### src/rtl/ecc_err_log_pkg.sv
package ecc_err_log_pkg;
   typedef enum logic [1:0] {
      MODE_OFF     = 2'b00,
      MODE_DETECT  = 2'b01,
      MODE_CORRECT = 2'b10,
      MODE_SCRUB   = 2'b11
   } integ_mode_e;

   typedef enum logic [1:0] {
      RSEL_CFG  = 2'd0,
      RSEL_CMD  = 2'd1,
      RSEL_ADDR = 2'd2,
      RSEL_STAT = 2'd3
   } reg_sel_e;

   typedef struct packed {
      logic mbe;
      logic sbe;
   } err_pair_t;

   localparam int STAT_ROW_W = 3;
   localparam int MASK_LSB   = 8;
endpackage

### src/rtl/ecc_err_qual.sv
module ecc_err_qual
   import ecc_err_log_pkg::*;
#(
   parameter int ROWS  = 8,
   parameter int ROW_W = 3
) (
   input  integ_mode_e      mode,
   input  logic [ROWS-1:0]  row_mask,
   input  logic [ROW_W-1:0] row,
   input  logic             sbe_in,
   input  logic             mbe_in,
   output err_pair_t        qual
);
   logic row_ok;

   always_comb begin
      row_ok = 1'b0;
      for (int i = 0; i < ROWS; i++) begin
         if (int'(row) == i) row_ok = row_mask[i];
      end
   end

   always_comb begin
      qual.sbe = sbe_in && row_ok && (mode != MODE_OFF);
      qual.mbe = mbe_in && row_ok && (mode != MODE_OFF);
   end
endmodule

### src/rtl/ecc_err_capture.sv
module ecc_err_capture
   import ecc_err_log_pkg::*;
#(
   parameter int ADDR_W   = 32,
   parameter int PAGE_LSB = 12,
   parameter int ROW_W    = 3,
   localparam int PAGE_W  = ADDR_W - PAGE_LSB
) (
   input  logic                  clk,
   input  logic                  rst_n,
   input  err_pair_t             qual,
   input  err_pair_t             clr,
   input  logic [ADDR_W-1:0]     addr,
   input  logic [ROW_W-1:0]      row,
   output err_pair_t             flags,
   output err_pair_t             fresh,
   output logic [PAGE_W-1:0]     page,
   output logic [STAT_ROW_W-1:0] sbe_row,
   output logic [STAT_ROW_W-1:0] mbe_row
);
   err_pair_t held;

   always_comb begin
      held.sbe  = flags.sbe && !clr.sbe;
      held.mbe  = flags.mbe && !clr.mbe;
      fresh.sbe = qual.sbe && !held.sbe;
      fresh.mbe = qual.mbe && !held.mbe;
   end

   always_ff @(posedge clk or negedge rst_n) begin
      if (!rst_n) begin
         flags   <= '0;
         page    <= '0;
         sbe_row <= '0;
         mbe_row <= '0;
      end else begin
         flags.sbe <= held.sbe || fresh.sbe;
         flags.mbe <= held.mbe || fresh.mbe;
         if ((fresh.sbe || fresh.mbe) && !held.sbe && !held.mbe)
            page <= addr[ADDR_W-1:PAGE_LSB];
         if (fresh.sbe)    sbe_row <= STAT_ROW_W'(row);
         else if (clr.sbe) sbe_row <= '0;
         if (fresh.mbe)    mbe_row <= STAT_ROW_W'(row);
         else if (clr.mbe) mbe_row <= '0;
      end
   end
endmodule

### src/rtl/ecc_err_signal.sv
module ecc_err_signal
   import ecc_err_log_pkg::*;
(
   input  logic        clk,
   input  logic        rst_n,
   input  integ_mode_e mode,
   input  logic [1:0]  cmd,
   input  err_pair_t   qual,
   input  err_pair_t   fresh,
   output logic        serr,
   output logic        corr,
   output logic        scrub
);
   always_ff @(posedge clk or negedge rst_n) begin
      if (!rst_n) begin
         serr  <= 1'b0;
         corr  <= 1'b0;
         scrub <= 1'b0;
      end else begin
         serr  <= (fresh.sbe && cmd[0]) || (fresh.mbe && cmd[1]);
         corr  <= qual.sbe && (mode == MODE_CORRECT || mode == MODE_SCRUB);
         scrub <= qual.sbe && (mode == MODE_SCRUB);
      end
   end
endmodule

### src/rtl/ecc_err_regif.sv
module ecc_err_regif
   import ecc_err_log_pkg::*;
#(
   parameter int DATA_W   = 32,
   parameter int ROWS     = 8,
   parameter int ADDR_W   = 32,
   parameter int PAGE_LSB = 12,
   parameter bit RDATA_REG = 1'b0,
   localparam int PAGE_W  = ADDR_W - PAGE_LSB
) (
   input  logic                  clk,
   input  logic                  rst_n,
   input  reg_sel_e              sel,
   input  logic                  we,
   input  logic [DATA_W-1:0]     wdata,
   output logic [DATA_W-1:0]     rdata,
   output integ_mode_e           mode,
   output logic [ROWS-1:0]       row_mask,
   output logic [1:0]            cmd,
   output err_pair_t             clr,
   input  err_pair_t             flags,
   input  logic [PAGE_W-1:0]     page,
   input  logic [STAT_ROW_W-1:0] sbe_row,
   input  logic [STAT_ROW_W-1:0] mbe_row
);
   logic [DATA_W-1:0] rd_mux;

   always_ff @(posedge clk or negedge rst_n) begin
      if (!rst_n) begin
         mode     <= MODE_OFF;
         row_mask <= '0;
         cmd      <= '0;
      end else if (we) begin
         if (sel == RSEL_CFG) begin
            mode     <= integ_mode_e'(wdata[1:0]);
            row_mask <= wdata[MASK_LSB +: ROWS];
         end
         if (sel == RSEL_CMD) cmd <= wdata[1:0];
      end
   end

   always_comb begin
      clr.sbe = we && (sel == RSEL_ADDR) && wdata[0];
      clr.mbe = we && (sel == RSEL_ADDR) && wdata[1];
   end

   always_comb begin
      rd_mux = '0;
      unique case (sel)
         RSEL_CFG:  rd_mux = DATA_W'({row_mask, 6'b0, mode});
         RSEL_CMD:  rd_mux = DATA_W'(cmd);
         RSEL_ADDR: rd_mux = DATA_W'({page, {(PAGE_LSB-2){1'b0}}, flags.mbe, flags.sbe});
         RSEL_STAT: rd_mux = DATA_W'({mbe_row, flags.mbe, sbe_row, flags.sbe});
         default:   rd_mux = '0;
      endcase
   end

   generate
      if (RDATA_REG) begin : g_rd_flop
         always_ff @(posedge clk or negedge rst_n) begin
            if (!rst_n) rdata <= '0;
            else        rdata <= rd_mux;
         end
      end else begin : g_rd_comb
         assign rdata = rd_mux;
      end
   endgenerate
endmodule

### src/rtl/ecc_err_log.sv
module ecc_err_log
   import ecc_err_log_pkg::*;
#(
   parameter int DATA_W    = 32,
   parameter int ADDR_W    = 32,
   parameter int PAGE_LSB  = 12,
   parameter int ROWS      = 8,
   parameter bit RDATA_REG = 1'b0,
   localparam int ROW_W    = (ROWS > 1) ? $clog2(ROWS) : 1,
   localparam int PAGE_W   = ADDR_W - PAGE_LSB
) (
   input  logic              clk,
   input  logic              rst_n,
   input  logic              sbe_pulse,
   input  logic              mbe_pulse,
   input  logic [ADDR_W-1:0] err_addr,
   input  logic [ROW_W-1:0]  err_row,
   input  logic [1:0]        reg_sel,
   input  logic              reg_we,
   input  logic [DATA_W-1:0] reg_wdata,
   output logic [DATA_W-1:0] reg_rdata,
   output logic              serr_pulse,
   output logic              corr_pulse,
   output logic              scrub_pulse
);
   generate
      if (ROWS < 2 || ROWS > 8) begin : g_bad_rows
         $error("ecc_err_log: ROWS must be 2..8");
      end
      if (ADDR_W > DATA_W) begin : g_bad_addr
         $error("ecc_err_log: ADDR_W must not exceed DATA_W");
      end
      if (PAGE_LSB < 3 || PAGE_LSB >= ADDR_W) begin : g_bad_page
         $error("ecc_err_log: PAGE_LSB out of range");
      end
      if (DATA_W < MASK_LSB + 8) begin : g_bad_data
         $error("ecc_err_log: DATA_W too narrow");
      end
   endgenerate

   integ_mode_e           cfg_mode;
   logic [ROWS-1:0]       cfg_mask;
   logic [1:0]            cmd_en;
   err_pair_t             qual, fresh, flags, clr;
   logic [PAGE_W-1:0]     log_page;
   logic [STAT_ROW_W-1:0] sbe_row, mbe_row;

   ecc_err_qual #(.ROWS(ROWS), .ROW_W(ROW_W)) u_qual (
      .mode(cfg_mode), .row_mask(cfg_mask), .row(err_row),
      .sbe_in(sbe_pulse), .mbe_in(mbe_pulse), .qual(qual)
   );

   ecc_err_capture #(.ADDR_W(ADDR_W), .PAGE_LSB(PAGE_LSB), .ROW_W(ROW_W)) u_cap (
      .clk(clk), .rst_n(rst_n), .qual(qual), .clr(clr), .addr(err_addr),
      .row(err_row), .flags(flags), .fresh(fresh), .page(log_page),
      .sbe_row(sbe_row), .mbe_row(mbe_row)
   );

   ecc_err_signal u_sig (
      .clk(clk), .rst_n(rst_n), .mode(cfg_mode), .cmd(cmd_en),
      .qual(qual), .fresh(fresh), .serr(serr_pulse), .corr(corr_pulse),
      .scrub(scrub_pulse)
   );

   ecc_err_regif #(.DATA_W(DATA_W), .ROWS(ROWS), .ADDR_W(ADDR_W),
                   .PAGE_LSB(PAGE_LSB), .RDATA_REG(RDATA_REG)) u_regs (
      .clk(clk), .rst_n(rst_n), .sel(reg_sel_e'(reg_sel)), .we(reg_we),
      .wdata(reg_wdata), .rdata(reg_rdata), .mode(cfg_mode),
      .row_mask(cfg_mask), .cmd(cmd_en), .clr(clr), .flags(flags),
      .page(log_page), .sbe_row(sbe_row), .mbe_row(mbe_row)
   );
endmodule

### config.mk
export PLATFORM = sky130hd
export DESIGN_NAME = ecc_err_log
export DESIGN_NICKNAME = d
export VERILOG_FILES = /design/src/rtl/ecc_err_log_pkg.sv /design/src/rtl/ecc_err_qual.sv /design/src/rtl/ecc_err_capture.sv /design/src/rtl/ecc_err_signal.sv /design/src/rtl/ecc_err_regif.sv /design/src/rtl/ecc_err_log.sv
export SDC_FILE = /design/constraint.sdc
export NUM_CORES = 1
export LEC_CHECK = 0
export BUFFER_PORTS_ARGS = -buffer_cell sky130_fd_sc_hd__buf_2
export CAP_MARGIN = 20
export CORE_ASPECT_RATIO = 1.5
export CORE_UTILIZATION = 49
export DETAILED_ROUTE_END_ITERATION = 10
export GPL_TIMING_DRIVEN = 0
export PLACE_DENSITY = 0.89
export SLEW_MARGIN = 20
export SYNTH_ARGS = -nofsm -noshare
export SYNTH_HDL_FRONTEND = slang
export SYNTH_SLANG_ARGS = --single-unit
### constraint.sdc
create_clock -name clk -period 3.8 [get_ports clk]
set_input_delay 0.38 -clock clk [delete_from_list [all_inputs] [get_ports clk]]
set_output_delay 0.38 -clock clk [all_outputs]
set_load 0.01 [all_outputs]
Word level (Yosys, flattened, before mapping)
Cells that the tools add are included.
Word-level totals
  input bits: 74
  word-level logic and storage cells: 69
  output and inout bits: 35
  register bits after elaboration: 43
Operators by class
  muxes and demuxes: 13
  reduce and logical (&&, ||, !) cells: 33
  eq/ne operators: 12
Operators with widths (count)
  one-hot mux 32 bit (4 select lines): 1
  logical AND 1 bit: 17
  equality test 3 bit (second input constant): 4
  two-way mux 3 bit: 4
  equality test 2 bit (second input constant): 4
  two-way mux 1 bit: 8
  equality test 3 x 2 -> 1 bit (second input constant): 2
  nonzero test 2 bit: 3
  logical OR 1 bit: 5
  zero test 1 bit: 4
  AND reduction 2 bit: 2
  equality test 3 x 1 -> 1 bit (second input constant): 1
  zero test 3 bit: 1
  equality test 2 x 1 -> 1 bit (second input constant): 1
  zero test 2 bit: 1

Logic depth before layout (Yosys ltp)
  depth after elaboration: 15
  depth in mapped cells: 7
  gate-level depth less buffers: 5

Hierarchy
From an unflattened synthesis, not the netlist that was laid out.
Second synthesis, totals
  cells, all modules: 163
  area, all modules: 2225.9 sq um
Modules (own cells, without submodules)
  ecc_err_capture: area an instance 1204.9 sq um, cells each 71, sequential area each 700.7 sq um, times used 1
  ecc_err_regif: area an instance 829.5 sq um, cells each 74, sequential area each 300.3 sq um, times used 1
  ecc_err_signal: area an instance 96.3 sq um, cells each 6, sequential area each 75.1 sq um, times used 1
  ecc_err_qual: area an instance 95.1 sq um, cells each 12, sequential area each 0.0 sq um, times used 1

Least setup slack after synthesis
Ideal clock, no wire load.
  path type: input to register
  from: input port err_row[1]
  to: register u_cap.page[0]
  setup slack: 1.958 ns
  cell stages on the path: 7
  path buffers: 2
  required time: 3.675 ns
  arrival: 1.717 ns
  path through: buf_6 > mux2_1 > o22ai_2 > nor3_4 > o2111ai_2 > buf_6 > mux2_4
On the way
  longest elaborated chain between the ends: 15
  elaborated cells between the ends (all ways): 25
RTL lines
  from (decl): line ecc_err_log.sv:17  | input logic [ROW_W-1:0] err_row,
  zero test 3 bit: line ecc_err_qual.sv:19  | if (int'(row) == i) row_ok = row_mask[i];
  two-way mux 1 bit (7 in series): line ecc_err_qual.sv:19
  two-way mux 1 bit *: line ecc_err_qual.sv:19
  logical AND 1 bit (on tied branches) (2 in series): line ecc_err_qual.sv:24, ecc_err_qual.sv:25
  logical AND 1 bit (on tied branches): line ecc_err_capture.sv:26, ecc_err_capture.sv:27
  logical OR 1 bit *: line ecc_err_capture.sv:39  | if ((fresh.sbe || fresh.mbe) && !held.sbe && !held.mbe)
  logical AND 1 bit * (2 in series): line ecc_err_capture.sv:39
  to (signal assigned): line ecc_err_capture.sv:40  | page <= addr[ADDR_W-1:PAGE_LSB];
  to (decl): line ecc_err_capture.sv:17  | output logic [PAGE_W-1:0] page,
Every way passes the cells marked *; elsewhere a longest branch is shown, timed or not.
A chain may end at the register's enable or synchronous reset.

Worst setup path in the final report
  from: register u_regs.row_mask[3]
  to: register u_cap.page[12]
On the way
  longest elaborated chain between the ends: 11
  elaborated cells between the ends (all ways): 14
RTL lines
  from (decl): line ecc_err_regif.sv:18  | output logic [ROWS-1:0] row_mask,
  from (signal assigned): line ecc_err_regif.sv:36  | row_mask <= wdata[MASK_LSB +: ROWS];
  two-way mux 1 bit * (5 in series): line ecc_err_qual.sv:19
  logical AND 1 bit (on tied branches) (2 in series): line ecc_err_qual.sv:24, ecc_err_qual.sv:25
  logical AND 1 bit (on tied branches): line ecc_err_capture.sv:26, ecc_err_capture.sv:27
  logical OR 1 bit *: line ecc_err_capture.sv:39
  logical AND 1 bit * (2 in series): line ecc_err_capture.sv:39
Marks and branches as above.

==> metrics.txt <==
outcome finished, final reports clean; Util after Layout 63.7%; R2R setup slack 1.95 ns; GRT Overall Usage 19.7%; asr flop ratio synth 100%; number of buffers on the longest clock path 2; Top Metal Used met4; Syn Area/Cell 13.1 µm²; critical path class reg2reg; Vias/cell 5.29; crit path from u_regs.row_mask[3]$_DFFE_PN0P_; worst clock skew 0.00795 ns; crit path max fanout 10; Routed WL 4390 µm; total grt overflow 0; initial antenna violation count 0; Synth Flop Type dfrtp_1; post-DR wirelength/cell 15.2 µm; Post-Syn Area 2150 µm²; synthesized flop and latch total 43; synth top area cells dfrtp_1, mux2_4, and2_1; R2R Path End u_cap.page[12]$_DFFE_PN0P_; H-Tree Depth 2; IO Count 109; required time of the critical path 3.99 ns; Die W 56.0 µm; clock slew at reported path FFs 0.08 ns; Least-Margin Pin Slew 0.915 ns; area of the multi-input gates 1000 µm²; YS warnings 0; vias in the first global route 1,560; post-cts resize count 0; Clock Sinks 43; PD cells 578 nW/µm²; total power 1.55 mW; Synth area leader dfrtp_1; DRT Pass-1 Iters 4; Max IR drop VDD 0.446 mV; f_max 0.539 GHz; layout cells sized above 1 50.2%; gpl congestion 0.837; Synth Instances 164; Final ANT Viol Nets 0; slew margin rel. 39.0%; number of post-CTS setup repair buffers 0; antenna cells 0; final setup TNS 0 ns; Worst EP arrival 2.04 ns; CTS Buf Count 5; pre-CTS WS 1.71 ns; Leakage 1.45 nW; vias post-DR 1,528; Initial Util 51.0%; leading cell type in the layout, fill and taps excluded buf_2; CP endpoint kind flop; Filler cells 320; DR iter-0 viols 31; met2 routed WL 2280 µm; sequential fraction of the synthesis area 50.1%; Area Growth Syn to Fin 24.9%; CTS tree done; CTS Hold Bufs 0; dpl hpwl 3400 µm; Reg2Reg Launch Point u_regs.row_mask[3]$_DFFE_PN0P_; syn_nets 238; min Tclk post-route 1.85 ns; Clk Latency, worst-skew pair 0.30 ns; IO buf count 71; # setup viols final 0; EDFF count, synth 0; Fin. Hold Viols 0; Min-Delay Path Class in2async; Post-DP Area 2560 µm²; Remaining DRCs 0; largest net degree at the start of global routing 44; max-cap viol count 0; # rows 29; die area 4650 µm²; fin nets 316; Core ar. 4210 µm²; worst r2r path cells 6; fin. max-slew vios 0; register area 1080 µm²; met1 wire length 1760 µm; clock root buffer clkbuf_8; Cell variety after synth 27; routed wl met3 272 µm; Fin Hold WS 0.214 ns; Die H 83.1 µm; Cells after DPL 281; Yosys top cell area share 50.1%; Worst setup SP type flop; first-pass GRT wire length 7060 µm; Final Instance Area 2680 µm²; Final WS setup 1.95 ns; RSZ-0062 raised after global routing false; Final period util 48.8%; final cell count without fillers 289; CP Capture Point u_cap.page[12]$_DFFE_PN0P_; most frequent cells in the layout buf_2, dfrtp_1, and2_1, mux2_4, mux2_2
[critical path: stages (launching register included)]
cell       delay [ns]
dfrtp_1          0.41
mux2_1           0.32
o22ai_2          0.25
nor3_4           0.10
o2111ai_2        0.12
buf_6            0.22
mux2_4           0.31
[registers in the layout, summed over array words and instances, names as in the netlist]
| signal | count |
|---|---|
| u_cap.page | 20 |
| u_regs.row_mask | 8 |
| u_cap.mbe_row | 3 |
| u_cap.sbe_row | 3 |
| u_cap.flags | 2 |
| u_regs.cmd | 2 |
| u_regs.mode | 2 |
| u_sig.corr | 1 |
| u_sig.scrub | 1 |
| u_sig.serr | 1 |
[report_power, final]
group          internal, mW  total [mW]  switching, mW
registers             0.623       0.719         0.0958
logic                 0.285       0.453          0.168
clock network         0.216       0.376          0.160
total                  1.12        1.55          0.424
[synth_stat cells (2+ instances only)]
library cell / count
a31oi_1: 2
buf_6: 3
inv_1: 2
mux2_4: 20
a32o_1: 7
nand2_1: 7
dfrtp_1: 43
clkbuf_1: 4
nor2_1: 7
mux2_2: 13
nand2b_1: 3
mux2i_1: 7
and2_1: 25
and3_1: 8
[cell type report]
cell class / count / area share [%]
Multi-Input combinational cell: 110 / 37.3
Clock buffer: 6 / 3.08
Timing Repair Buffer: 71 / 13.3
Inverter: 2 / 0.280
Buffer: 9 / 2.29
Clock inverter: 2 / 1.45
Tap cell: 46 / 2.15
Sequential cell: 43 / 40.1
[layer usage]
metal,vias to the layer above,track usage [%]
met5,-,0
met4,0,7.32
met3,7,5.92
met2,53,34.2
met1,737,22.6
li1,731,-
[worst min-delay path by stage]
stage | from | end | slack (ns) | depth (start not counted)
floorplan | rst_n | u_cap.flags[0]$_DFF_PN0_ | 0.08 | 0
global placement | u_cap.mbe_row[2]$_DFFE_PN0P_ | u_cap.mbe_row[2]$_DFFE_PN0P_ | 0.47 | 1
detailed placement | u_cap.mbe_row[2]$_DFFE_PN0P_ | u_cap.mbe_row[2]$_DFFE_PN0P_ | 0.47 | 1
CTS | rst_n | u_cap.page[2]$_DFFE_PN0P_ | 0.24 | 1
global route | rst_n | u_regs.row_mask[3]$_DFFE_PN0P_ | 0.29 | 1
finish | rst_n | u_cap.page[16]$_DFFE_PN0P_ | 0.21 | 1
[cell families (layout without fill, tap and decap cells)]
kind of cell / count (synthesis) / count (layout) / synth area share, %
and+or+nand+nor: 55 / 55 / 15.2
DFF: 43 / 43 / 50.1
muxes: 42 / 42 / 25.7
AOI/OAI and AO/OA: 13 / 13 / 5.77
buffers and inverters: 11 / 90 / 3.21
No activity file was read; power rests on OpenSTA's default activity.
